--- src/rtl/sample_stats_pkg.sv ---
package sample_stats_pkg;
  // {track, dir_max}
  typedef enum logic [1:0] {
    FN_UNDER = 2'b00,
    FN_OVER  = 2'b01,
    FN_MIN   = 2'b10,
    FN_MAX   = 2'b11
  } stat_fn_e;
endpackage

--- src/rtl/stats_judge.sv ---
module stats_judge
  import sample_stats_pkg::*;
#(
  parameter int SAMPLE_W = 22
) (
  input  logic [SAMPLE_W-1:0] sample_i,
  input  logic [SAMPLE_W-1:0] thr_i,
  input  logic                pos_ovf_i,
  input  logic                neg_ovf_i,
  input  stat_fn_e            fn_i,
  output logic                count_hit_o,
  output logic                store_o
);
  logic above, below, flagged;

  always_comb begin
    flagged = pos_ovf_i | neg_ovf_i;
    if (pos_ovf_i) begin
      above = 1'b1;
      below = 1'b0;
    end else if (neg_ovf_i) begin
      above = 1'b0;
      below = 1'b1;
    end else begin
      above = $signed(sample_i) > $signed(thr_i);
      below = $signed(sample_i) < $signed(thr_i);
    end
  end

  always_comb begin
    count_hit_o = 1'b0;
    store_o     = 1'b0;
    unique case (fn_i)
      FN_OVER:  count_hit_o = above;
      FN_UNDER: count_hit_o = below;
      FN_MAX: begin
        store_o     = above & ~flagged;
        count_hit_o = above & ~flagged;
      end
      FN_MIN: begin
        store_o     = below & ~flagged;
        count_hit_o = below & ~flagged;
      end
      default: ;
    endcase
  end
endmodule

--- src/rtl/stats_sat_cnt.sv ---
module stats_sat_cnt #(
  parameter int CNT_W = 22
) (
  input  logic             clk_i,
  input  logic             rst_ni,
  input  logic             clr_i,
  input  logic             inc_i,
  output logic [CNT_W-1:0] cnt_o
);
  localparam logic [CNT_W-1:0] ONE = {{(CNT_W-1){1'b0}}, 1'b1};

  logic [CNT_W-1:0] cnt_q;
  logic             at_top;

  assign at_top = &cnt_q;

  always_ff @(posedge clk_i or negedge rst_ni) begin
    if (!rst_ni)               cnt_q <= '0;
    else if (clr_i)            cnt_q <= '0;
    else if (inc_i && !at_top) cnt_q <= cnt_q + ONE;
  end

  assign cnt_o = cnt_q;
endmodule

--- src/rtl/stats_level_reg.sv ---
module stats_level_reg #(
  parameter int SAMPLE_W = 22,
  parameter int REG_W    = 24
) (
  input  logic                clk_i,
  input  logic                rst_ni,
  input  logic                load_i,
  input  logic [REG_W-1:0]    load_val_i,
  input  logic                store_i,
  input  logic [SAMPLE_W-1:0] sample_i,
  output logic [REG_W-1:0]    level_o
);
  localparam int EXT_W = REG_W - SAMPLE_W;

  logic [REG_W-1:0] ext_sample;
  logic [REG_W-1:0] level_q;

  generate
    if (EXT_W > 0) begin : g_ext
      assign ext_sample = {{EXT_W{sample_i[SAMPLE_W-1]}}, sample_i};
    end else begin : g_same
      assign ext_sample = sample_i;
    end
  endgenerate

  always_ff @(posedge clk_i or negedge rst_ni) begin
    if (!rst_ni)      level_q <= '0;
    else if (load_i)  level_q <= load_val_i;
    else if (store_i) level_q <= ext_sample;
  end

  assign level_o = level_q;
endmodule

--- src/rtl/stats_snap_buf.sv ---
module stats_snap_buf #(
  parameter int W = 24
) (
  input  logic         clk_i,
  input  logic         rst_ni,
  input  logic         snap_i,
  input  logic [W-1:0] d_i,
  output logic [W-1:0] q_o
);
  always_ff @(posedge clk_i or negedge rst_ni) begin
    if (!rst_ni)     q_o <= '0;
    else if (snap_i) q_o <= d_i;
  end
endmodule

--- src/rtl/sample_stats_mon.sv ---
module sample_stats_mon
  import sample_stats_pkg::*;
#(
  parameter int SAMPLE_W = 22,
  parameter int REG_W    = 24,
  parameter int CNT_W    = 22
) (
  input  logic                clk_i,
  input  logic                rst_ni,
  input  logic [SAMPLE_W-1:0] sample_i,
  input  logic                valid_i,
  input  logic                pos_ovf_i,
  input  logic                neg_ovf_i,
  input  logic                dir_max_i,
  input  logic                track_i,
  input  logic                thr_load_i,
  input  logic [REG_W-1:0]    thr_data_i,
  input  logic                snap_i,
  input  logic                clr_i,
  output logic [REG_W-1:0]    level_o,
  output logic [CNT_W-1:0]    count_o,
  output logic [REG_W-1:0]    level_buf_o,
  output logic [CNT_W-1:0]    count_buf_o
);
  stat_fn_e         fn;
  logic             count_hit, store;
  logic [REG_W-1:0] level;
  logic [CNT_W-1:0] count;

  assign fn = stat_fn_e'({track_i, dir_max_i});

  stats_judge #(.SAMPLE_W(SAMPLE_W)) u_judge (
    .sample_i    (sample_i),
    .thr_i       (level[SAMPLE_W-1:0]),
    .pos_ovf_i   (pos_ovf_i),
    .neg_ovf_i   (neg_ovf_i),
    .fn_i        (fn),
    .count_hit_o (count_hit),
    .store_o     (store)
  );

  stats_level_reg #(.SAMPLE_W(SAMPLE_W), .REG_W(REG_W)) u_level (
    .clk_i      (clk_i),
    .rst_ni     (rst_ni),
    .load_i     (thr_load_i),
    .load_val_i (thr_data_i),
    .store_i    (valid_i & store),
    .sample_i   (sample_i),
    .level_o    (level)
  );

  stats_sat_cnt #(.CNT_W(CNT_W)) u_cnt (
    .clk_i  (clk_i),
    .rst_ni (rst_ni),
    .clr_i  (clr_i),
    .inc_i  (valid_i & count_hit),
    .cnt_o  (count)
  );

  stats_snap_buf #(.W(REG_W)) u_level_buf (
    .clk_i  (clk_i),
    .rst_ni (rst_ni),
    .snap_i (snap_i),
    .d_i    (level),
    .q_o    (level_buf_o)
  );

  stats_snap_buf #(.W(CNT_W)) u_count_buf (
    .clk_i  (clk_i),
    .rst_ni (rst_ni),
    .snap_i (snap_i),
    .d_i    (count),
    .q_o    (count_buf_o)
  );

  assign level_o = level;
  assign count_o = count;
endmodule

--- config.mk ---
export PLATFORM = sky130hd
export DESIGN_NAME = sample_stats_mon
export DESIGN_NICKNAME = d
export VERILOG_FILES = /design/src/rtl/sample_stats_pkg.sv /design/src/rtl/stats_judge.sv /design/src/rtl/stats_sat_cnt.sv /design/src/rtl/stats_level_reg.sv /design/src/rtl/stats_snap_buf.sv /design/src/rtl/sample_stats_mon.sv
export SDC_FILE = /design/constraint.sdc
export NUM_CORES = 1
export LEC_CHECK = 0
export BUFFER_PORTS_ARGS = -buffer_cell sky130_fd_sc_hd__buf_2
export CORE_AREA = 2 2 102 104
export CTS_BUF_LIST = sky130_fd_sc_hd__clkbuf_2 sky130_fd_sc_hd__clkbuf_4 sky130_fd_sc_hd__clkbuf_8
export CTS_CLUSTER_DIAMETER = 30
export DETAILED_ROUTE_END_ITERATION = 8
export DIE_AREA = 0 0 104 106
export PLACE_DENSITY_LB_ADDON = 0.15
export SYNTH_ARGS = -nofsm -noshare
export SYNTH_HDL_FRONTEND = slang
export SYNTH_SLANG_ARGS = --single-unit
--- constraint.sdc ---
create_clock -name clk_i -period 4.1 [get_ports clk_i]
set_clock_uncertainty 0.15 [all_clocks]
set_input_delay 0.205 -clock clk_i [delete_from_list [all_inputs] [get_ports clk_i]]
set_output_delay 0.205 -clock clk_i [all_outputs]
set_load 0.02 [all_outputs]
==> impl_metrics.toml <==
[power_and_ir_drop]
vdd_drop_max_v = 0.0002595
power.density_cell_area_nw_per_um2 = 347.8
finalPower_mw = 2.118
leakage_power_of_the_design_nw = 3.042

[timing]
max_freq_mhz = 301.5
timing_hold_violations_final = 0
normalized_max_slew_margin = 0.2678
measured_slew_at_the_worst_slew_check_pin_ps = 1098
setup_viol = 0
final_min_period_over_clock_period = 0.8089
final_max_slew_viol_count = 0
rsz_0062_raised_after_global_routing = "false"
setup_tns_ps = 0
final.min_clock_period_ps = 3317

[synth]
synth.largest_area_cell = "dfrtp_1"
synth.yosys.warnings = 0
edff_count_synth = 0
synth-compound-area-share = 0.07993
syn-num-nets = 492
synthDistinctLibCells = 48
syn_avg_cell_area_um2 = 11.71
synth_top_family_by_area = "multiplexers"
ys_top_cells_by_area = "dfrtp_1 48%, mux2_2 21%, ha_1 5.9%"
synthXorXnorAreaFrac = 0.003621
synth.mux.area_fraction = 0.2155
syn_inst = 413
synthAdderAreaFrac = 0.05949
yosysSeqAreaShare = 0.4759
yosys.cell_count.top_type = "dfrtp_1"
netlist.area_leader.share = 0.4759
synth.ff_latch_count = 92
synthesis.area_um2 = 4837
share_of_synthesized_flip_flops_with_an_asynchronous_set_or_reset = 1.000
ys_dominant_reg_cell = "dfrtp_1"
synth_common_cells = "92 x dfrtp_1, 89 x mux2_2, 29 x inv_1, 27 x a21oi_1, 23 x ha_1"
synth_simple_gate_area_frac = 0.1198

[worst_setup_path]
critical-path-max-stage-delay_ps = 450
setup.worst_path.class = "reg -> reg"
timing.critical_path.arrival_ps = 3430
timing.critical_path.fanout_max = 37
required_time_at_the_endpoint_of_the_critical_path_ps = 4220
cp-start-kind = "register"
cp-end-kind = "register"
critical-path-slowest-cell = "nor4_1"
worstPathCellList = "inv_1 > ha_1 > nand4_1 > and4bb_2 > o31ai_1 > and2_1 > o2111ai_1 > nand3_4 > nor4_1 > mux2_4"

[die]
chipHeight_um = 106
effective_utilization_at_floorplan = 0.4837
rows = 37
number_of_placed_i_o_pins = 148
core-area_um2 = 10000
die_x_um = 104
dieArea_um2 = 11020

[placement]
dp_hpwl_um = 7853
dp_cells = 680
buffer_ports.inserted = 147
placement.cell_area_um2 = 5655
gpl.final_weighted_congestion = 0.7861

[routing]
firstDrtPassIters = 5
vias_per_cell = 5.233
drc = 0
num_vias = 3778
detail_route.wirelength_um = 11180
drtAntennaViolNets = 0
drt_iter0_drc = 78
routed_wire_length_per_instance_um = 15.49

[cts]
clock_sinks = 92
cts_tree = "yes"
cts_root_buf = "clkbuf_8"
post_cts_setup_repair_buffer_count = 0
post_cts_resize_count = 0
cts_buffers = 9
path_clk_slew_ps = 100
holdBufCountCts = 25
cts-htree-levels = 3
max-clock-path-buffers = 2
clk-insertion-delay-late_ps = 370

[min_path]
min_path_type = "in -> reg"

[grt]
grt_use_total = 0.2122
grt_start_max_net_pins = 69
first_global_vias = 3805
grt_first_pass_wirelength_um = 18710
antenna_found_initial = 0
global_route.overflow_total = 0

[layout]
layout.cell_area.non_filler_um2 = 6091
fraction_of_layout_instances_using_a_drive_strength_above_1 = 0.4615
syn2layout_area_growth_pct = 25.92
nets = 659
post_layout_nonfiller_instances = 722
layout.core_utilization = 0.6091

[run_status]
status = "finished clean"

[job]
cap_viol_max_count = 0
flip-flops by register name (all words and copies together) (netlist names):
register	count
u_level.level_o	24
u_level_buf.q_o	24
u_count_buf.q_o	22
u_cnt.cnt_o	22
stage by stage:
stage	setup WS, ps	hold slack (ps)
5_1_grt	559.0	55.76
4_1_cts	767.1	39.98
2_1_floorplan	973.6	-240.6
6_report	783.3	54.95
3_3_place_gp	939.1	226.3
3_5_place_dp	801.8	233.4
where the power goes:
part           switching, mW  leakage (nW)  internal [mW]
logic                  0.289          1.78          0.223
clock network          0.344        0.0864          0.227
registers             0.0535          1.18          0.981
total                  0.687          3.04           1.43
area by class of cell:
cell class                 count  area, µm²
antenna                        1      2.502
multi-input combinational    273       2313
timing repair buffer         175       1011
sequential                    92       2302
inverter                      29      108.9
fill                         866       3909
clock buffer                   9      123.9
clock inverter                 7      58.81
tap                          136      170.2
path summary, 6_finish.rpt:
path	from	to	slack [ps]	cells past startpoint
min in group asynchronous	rst_ni	u_level_buf.q_o[22]	330	2
max in group asynchronous	rst_ni	u_level.level_o[1]	2600	3
setup reg to reg	u_level.level_o[21]	u_cnt.cnt_o[17]	780	10
setup / recovery	u_level.level_o[21]	u_cnt.cnt_o[17]	780	10
hold / removal	sample_i[10]	u_level.level_o[10]	50	3
hold reg to reg	u_count_buf.q_o[7]	u_count_buf.q_o[7]	360	1
cells in the final DEF, fill, tap and decap left out, types with 2 or more instances in the layout:
cell type	count
nor2_1	9
nand4_1	7
and4_1	2
or4_1	10
mux2_4	2
or2_2	2
o21ai_0	8
nor2b_1	6
o21ba_2	2
buf_4	4
a21oi_1	27
inv_6	2
nor4_1	5
clkinv_4	3
clkbuf_8	9
nand3b_1	3
dlygate4sd3_1	25
mux2_2	89
o31ai_1	9
buf_2	146
ha_1	23
and2_1	3
or3_1	4
nand3_1	13
inv_1	29
o31a_1	2
nand2_1	22
dfrtp_1	92
o21ai_1	4
clkinvlp_4	2
critical path, delay by kind of cell, from the launching register on:
family,cells,cell delay (ps)
simple gates,5,1610
fa+ha+maj,1,400
flops,1,380
mux,1,330
compound gates,2,290
buf+inv,1,50
routing by layer:
metal	vias up	GRT usage	routed length (µm)
li1	1830	-	-
met1	1825	0.2622	4848
met2	106	0.3567	5473
met3	17	0.05089	628
met4	0	0.09170	231
met5	-	0	0
cell families (layout without fill, tap and decap cells):
group / Yosys count / count (layout)
adder cells (fa/ha/maj): 23 / 23
AO/OA/AOI/OAI: 60 / 60
multiplexers: 92 / 92
XOR/XNOR: 2 / 2
AND/OR/NAND/NOR: 96 / 96
other: 0 / 1
buffers and inverters: 48 / 220
flip-flops: 92 / 92
Note: power is estimated with default switching activity, not from simulation.
